--- src/rtl/amp_seq_pkg.sv ---
package amp_seq_pkg;

    typedef enum logic [2:0] {
        ST_IDLE  = 3'd0,
        ST_FETCH = 3'd1,
        ST_LOAD  = 3'd2,
        ST_HOLD  = 3'd3,
        ST_RAMP  = 3'd4,
        ST_DONE  = 3'd5
    } seq_state_t;

    typedef enum logic [1:0] {
        MD_STEP = 2'd0,
        MD_HOLD = 2'd1,
        MD_UP   = 2'd2,
        MD_DOWN = 2'd3
    } rec_mode_t;

    localparam int unsigned SEL_X = 0;
    localparam int unsigned SEL_Y = 1;

endpackage

--- src/rtl/amp_sync.sv ---
module amp_sync #(
    parameter int unsigned STAGES = 2
) (
    input  logic clk,
    input  logic rst_n,
    input  logic pin,
    output logic level,
    output logic rise
);
    logic [STAGES:0] sh_d, sh_q;

    always_comb begin
        sh_d = {sh_q[STAGES-1:0], pin};
    end

    always_ff @(posedge clk or negedge rst_n) begin
        if (!rst_n) sh_q <= '0;
        else        sh_q <= sh_d;
    end

    assign level = sh_q[STAGES-1];
    assign rise  = sh_q[STAGES-1] & ~sh_q[STAGES];

    AST_RISE_ONE_CYCLE: assert property (@(posedge clk) disable iff (!rst_n)
        rise |=> !rise);

endmodule

--- src/rtl/amp_tick.sv ---
module amp_tick #(
    parameter int unsigned PW = 16
) (
    input  logic          clk,
    input  logic          rst_n,
    input  logic          run,
    input  logic [PW-1:0] div,
    output logic          tick
);
    logic [PW-1:0] cnt_d, cnt_q;

    always_comb begin
        tick  = run && (cnt_q == div);
        cnt_d = (!run || tick) ? '0 : cnt_q + 1'b1;
    end

    always_ff @(posedge clk or negedge rst_n) begin
        if (!rst_n) cnt_q <= '0;
        else        cnt_q <= cnt_d;
    end

endmodule

--- src/rtl/amp_seq.sv ---
module amp_seq
    import amp_seq_pkg::*;
#(
    parameter int unsigned AW     = 12,
    parameter int unsigned RW     = 10,
    parameter int unsigned IW     = 10,
    parameter int unsigned PW     = 16,
    parameter int unsigned STAGES = 2
) (
    input  logic                 clk,
    input  logic                 rst_n,
    input  logic                 host_clr,
    input  logic                 trig_in,
    input  logic                 dis_in,
    input  logic [IW-1:0]        rec_count,
    input  logic [PW-1:0]        tick_div,
    output logic [IW-1:0]        rd_addr,
    input  logic [AW+RW+3:0]     rd_data,
    output logic [AW-1:0]        amp_x,
    output logic [AW-1:0]        amp_y
);
    localparam int unsigned RATE_LSB = 4;
    localparam int unsigned TGT_LSB  = RATE_LSB + RW;

    typedef struct packed {
        seq_state_t    st;
        logic [IW-1:0] idx;
        logic [AW-1:0] ax;
        logic [AW-1:0] ay;
        logic [1:0]    sel;
        logic          down;
        logic [RW-1:0] rate;
        logic [AW-1:0] tgt;
    } seq_regs_t;

    seq_regs_t q, d;

    logic trig_pulse, dis_lvl, dis_unused_rise, trig_unused_lvl, tick;

    amp_sync #(.STAGES(STAGES)) u_trig_sync (
        .clk(clk), .rst_n(rst_n), .pin(trig_in),
        .level(trig_unused_lvl), .rise(trig_pulse)
    );

    amp_sync #(.STAGES(STAGES)) u_dis_sync (
        .clk(clk), .rst_n(rst_n), .pin(dis_in),
        .level(dis_lvl), .rise(dis_unused_rise)
    );

    amp_tick #(.PW(PW)) u_tick (
        .clk(clk), .rst_n(rst_n), .run(q.st == ST_RAMP),
        .div(tick_div), .tick(tick)
    );

    // record fields
    logic [1:0]    f_sel;
    rec_mode_t     f_mode;
    logic [RW-1:0] f_rate;
    logic [AW-1:0] f_tgt;

    assign f_sel  = rd_data[1:0];
    assign f_mode = rec_mode_t'(rd_data[3:2]);
    assign f_rate = rd_data[TGT_LSB-1:RATE_LSB];
    assign f_tgt  = rd_data[TGT_LSB+AW-1:TGT_LSB];

    function automatic logic [AW-1:0] ramp_step(
        input logic [AW-1:0] cur,
        input logic [AW-1:0] tgt,
        input logic [RW-1:0] rate,
        input logic          down
    );
        logic [AW:0] r_ext, c_ext, t_ext, sum;
        r_ext = (AW+1)'(rate);
        c_ext = {1'b0, cur};
        t_ext = {1'b0, tgt};
        sum   = c_ext + r_ext;
        if (rate == '0)               return tgt;
        else if (!down && sum >= t_ext) return tgt;
        else if (!down)                 return sum[AW-1:0];
        else if (c_ext < t_ext + r_ext) return tgt;
        else                            return cur - AW'(rate);
    endfunction

    logic          is_last;
    logic [AW-1:0] nx, ny;

    always_comb begin
        is_last = ((IW+1)'(q.idx) + (IW+1)'(1)) >= (IW+1)'(rec_count);
        nx = q.sel[SEL_X] ? ramp_step(q.ax, q.tgt, q.rate, q.down) : q.ax;
        ny = q.sel[SEL_Y] ? ramp_step(q.ay, q.tgt, q.rate, q.down) : q.ay;

        d = q;
        unique case (q.st)
            ST_IDLE, ST_DONE: begin
                if (trig_pulse && rec_count != '0) begin
                    d.idx = '0;
                    d.st  = ST_FETCH;
                end
            end
            ST_FETCH: d.st = ST_LOAD;
            ST_LOAD: begin
                d.sel  = f_sel;
                d.rate = f_rate;
                d.tgt  = f_tgt;
                d.down = (f_mode == MD_DOWN);
                if (f_mode == MD_STEP || f_mode == MD_HOLD) begin
                    if (f_sel[SEL_X]) d.ax = f_tgt;
                    if (f_sel[SEL_Y]) d.ay = f_tgt;
                end
                if (f_mode == MD_HOLD) d.st = ST_HOLD;
                else if (f_mode == MD_STEP) begin
                    if (is_last) d.st = ST_DONE;
                    else begin
                        d.idx = q.idx + 1'b1;
                        d.st  = ST_FETCH;
                    end
                end else d.st = ST_RAMP;
            end
            ST_HOLD: begin
                if (trig_pulse) begin
                    if (is_last) d.st = ST_DONE;
                    else begin
                        d.idx = q.idx + 1'b1;
                        d.st  = ST_FETCH;
                    end
                end
            end
            ST_RAMP: begin
                if (tick) begin
                    d.ax = nx;
                    d.ay = ny;
                    if ((!q.sel[SEL_X] || nx == q.tgt) &&
                        (!q.sel[SEL_Y] || ny == q.tgt)) begin
                        if (is_last) d.st = ST_DONE;
                        else begin
                            d.idx = q.idx + 1'b1;
                            d.st  = ST_FETCH;
                        end
                    end
                end
            end
            default: d.st = ST_IDLE;
        endcase

        if (dis_lvl || host_clr) begin
            d.st  = ST_IDLE;
            d.idx = '0;
            d.ax  = '0;
            d.ay  = '0;
        end
    end

    always_ff @(posedge clk or negedge rst_n) begin
        if (!rst_n) begin
            q      <= '0;
            q.st   <= ST_IDLE;
        end else begin
            q <= d;
        end
    end

    assign rd_addr = q.idx;
    assign amp_x   = q.ax;
    assign amp_y   = q.ay;

    AST_DIS_ZERO: assert property (@(posedge clk) disable iff (!rst_n)
        dis_lvl |=> (amp_x == '0 && amp_y == '0));

    AST_CLR_ZERO: assert property (@(posedge clk) disable iff (!rst_n)
        host_clr |=> (amp_x == '0 && amp_y == '0 && rd_addr == '0));

    AST_HOLD_STABLE: assert property (@(posedge clk) disable iff (!rst_n)
        (q.st == ST_HOLD && !dis_lvl && !host_clr) |=> ($stable(amp_x) && $stable(amp_y)));

    AST_RAMP_NO_OVERSHOOT: assert property (@(posedge clk) disable iff (!rst_n)
        (q.st == ST_RAMP && !q.down && q.sel[SEL_X] && amp_x <= q.tgt && !dis_lvl && !host_clr)
        |=> (amp_x <= $past(q.tgt)));

    AST_ADDR_IN_LIST: assert property (@(posedge clk) disable iff (!rst_n)
        (q.st == ST_FETCH || q.st == ST_LOAD) |-> (rd_addr < rec_count));

endmodule

--- config.mk ---
export PLATFORM = sky130hd
export DESIGN_NAME = amp_seq
export DESIGN_NICKNAME = d
export VERILOG_FILES = /design/src/rtl/amp_seq_pkg.sv /design/src/rtl/amp_sync.sv /design/src/rtl/amp_tick.sv /design/src/rtl/amp_seq.sv
export SDC_FILE = /design/constraint.sdc
export NUM_CORES = 1
export LEC_CHECK = 0
export ABC_CLOCK_PERIOD_IN_PS = 12250
export CORE_MARGIN = 4
export CORE_UTILIZATION = 40
export DETAILED_ROUTE_END_ITERATION = 10
export PLACE_DENSITY_LB_ADDON = 0.12
export SYNTH_ARGS = -nofsm -noshare
export SYNTH_HDL_FRONTEND = slang
export SYNTH_SLANG_ARGS = --single-unit
--- constraint.sdc ---
create_clock -name clk -period 12.25 [get_ports clk]
set_input_delay 2.45 -clock clk [delete_from_list [all_inputs] [get_ports clk]]
set_output_delay 2.45 -clock clk [all_outputs]
set_load 0.1 [all_outputs]
==> results.json <==
{
  "fin_crit_sh_pct": 49.8,
  "cts_resized": 0,
  "crit_fanout": 22,
  "synthCells": 1207,
  "syn2layout_area_growth_pct": 11.7,
  "ys_warn_count": 0,
  "final_common_cell": "ha_1",
  "worstPathArrival_ps": 6340,
  "hold_viol": 0,
  "clock_latency_ps": 360,
  "crit_type": "reg2reg",
  "path_clk_slew_ps": 80,
  "whs_ps": 350,
  "core_um2": 24400,
  "grt-ovfl-total": 0,
  "hold_buffers": 0,
  "cp-end-kind": "register",
  "drt_iter0_drc": 623,
  "powerDensity_nw_per_um2": 203,
  "final_nets": 1392,
  "htreeDepth": 3,
  "grt_pass1_wl_um": 51700,
  "drv_slew": 0,
  "ys_ff_latch": 83,
  "maxCapViolCount": 0,
  "cp-start-kind": "register",
  "grt_pass1_vias": 8854,
  "slew_headroom_pct": 26.2,
  "synth_ff_type": "dfrtp_1",
  "avgRoutedWirePerCell_um": 21.3,
  "num_vias": 9002,
  "grt_start_max_net_pins": 48,
  "num_rows": 57,
  "place_area_um2": 10800,
  "cts_buffers": 9,
  "grt_usage_pct": 23.6,
  "io_buffers": 90,
  "run_status": "complete, no violations",
  "rsz0062_at_grt": "false",
  "ant_nets": 0,
  "ys_async_sr_fraction_pct": 100,
  "skew_ps": 17.4,
  "synth_area_um2": 9970,
  "tightest_slew_ps": 1100,
  "dpl.cell_count": 1539,
  "fin_crit_ps": 6100,
  "first_pass_iters": 5,
  "drive_gt1_share_pct": 5.61,
  "die_w_um": 166,
  "wirelength_um": 33100,
  "via_per_inst": 5.79,
  "ios": 91,
  "postCtsSetupRepairBufs": 0,
  "ys_types": 100,
  "postLayoutCellArea_um2": 11100,
  "cts_root_buffer": "clkbuf_16",
  "drc": 0,
  "fmax_ghz": 0.164,
  "avgSynthCellArea_um2": 8.26,
  "utilization_pct": 45.7,
  "start_util_pct": 40.9,
  "p_leak_nw": 4.86,
  "peakVddDrop_mv": 0.0710,
  "dp.final_hpwl_um": 26200,
  "finalSetupViolations": 0,
  "cts_tree": "yes",
  "synth_nets": 1373,
  "cts_buffer_depth": 2,
  "ys_seq_area_share_pct": 20.8,
  "clock_sinks": 83,
  "n_antenna_cell": 0,
  "synth_edf_count": 0,
  "die_height_um": 166,
  "tns_ps": 0,
  "fin_cells": 1555,
  "crit_required_ps": 12490,
  "mostFrequentLayoutCells": "104 x ha_1, 96 x nor2_1, 93 x nand2_1",
  "antenna_found_initial": 0,
  "die_area_um2": 27500,
  "place.gp.congestion": 0.914,
  "hold_path.class": "reg2reg"
}
## cells by family after synthesis
group,Yosys count,share of synthesized area (%)
adders and majority gates,110,14.2
muxes,20,2.28
buffers and inverters,164,7.74
and+or+nand+nor,346,16.9
xor gates and xnor gates,136,12.8
AOI/OAI and AO/OA,348,25.3
DFF,83,20.8
## report_power, final
part           switching [mW]  total (mW)  internal, mW
Combinational           0.946        1.58         0.632
Sequential             0.0975       0.407         0.309
Clock                   0.129       0.280         0.151
Total                    1.17        2.27          1.09
## cells in the mapped netlist (all sizes together), types with 17 or more instances
master	count	area, um^2
nor2	96	360
nand3	27	135
xnor2	72	646
nor4	17	106
nand2	93	349
nor3	21	110
xor2	59	517
o211ai	19	175
a31oi	17	106
a21o	17	128
ha	104	1300
clkbuf	40	150
buf	51	348
o21ai	81	405
nand2b	18	123
a21oi	63	315
inv	70	263
dfrtp	83	2080
nor2b	18	120
## area by class of cell
class	instances	area (um^2)
clock buffer	11	253
clock inverter	5	42.5
fill	2481	13300
inverter	73	274
multi-input combinational	960	7120
sequential	83	2080
tap	324	405
timing repair buffer	99	966
## layer usage
| layer | up-vias | track usage (%) | wire (um) |
|---|---|---|---|
| met1 | 4264 | 32.3 | 15000 |
| li1 | 4357 | - | - |
| met5 | - | 0 | 0 |
| met4 | 0 | 6.71 | 804 |
| met3 | 44 | 4.26 | 2010 |
| met2 | 337 | 38.4 | 15300 |
## per-stage QoR
stage / setup slack [ps] / total power, mW
CTS: 6210 / 2.25
detailed placement: 6130 / 1.95
finish: 6150 / 2.27
global placement: 6190 / 1.96
global route: 5670 / 2.45
floorplan: 6850 / 1.58
## sequential cells by signal (all words and copies together) (netlist names)
name              flops
u_trig_sync.sh_q      3
rd_addr              10
u_dis_sync.sh_q       2
amp_x                12
u_tick.cnt_q         16
amp_y                12
q                    28
## worst max-delay path, stage by stage (launching register included)
cell,delay [ps]
dfrtp_1,510
ha_1,220
inv_1,60
fa_1,460
nor2_1,130
o311ai_1,160
a211oi_2,430
nor2_1,70
nor2_1,100
nor2_1,60
xnor2_1,130
ha_1,310
nand3_1,110
a211oi_1,200
o2bb2ai_1,190
a2111oi_4,70
nor2_1,400
a211o_1,580
and2_1,220
o22ai_1,90
o31ai_2,750
o211ai_4,320
mux2_4,380
## final timing paths
path	start	to	slack [ps]	cells past startpoint
max reg2reg	q[12]$_DFFE_PN0P_	rd_addr[5]$_DFFE_PN0P_	6150	22
max	q[12]$_DFFE_PN0P_	rd_addr[5]$_DFFE_PN0P_	6150	22
min reg2reg	u_trig_sync.sh_q[0]$_DFF_PN0_	u_trig_sync.sh_q[1]$_DFF_PN0_	350	0
min	u_trig_sync.sh_q[0]$_DFF_PN0_	u_trig_sync.sh_q[1]$_DFF_PN0_	350	0
min in group asynchronous	rst_n	amp_x[10]$_DFFE_PN0P_	2060	1
max in group asynchronous	rst_n	q[61]$_DFFE_PN0P_	9130	2
No activity file was read; power rests on OpenSTA's default activity.
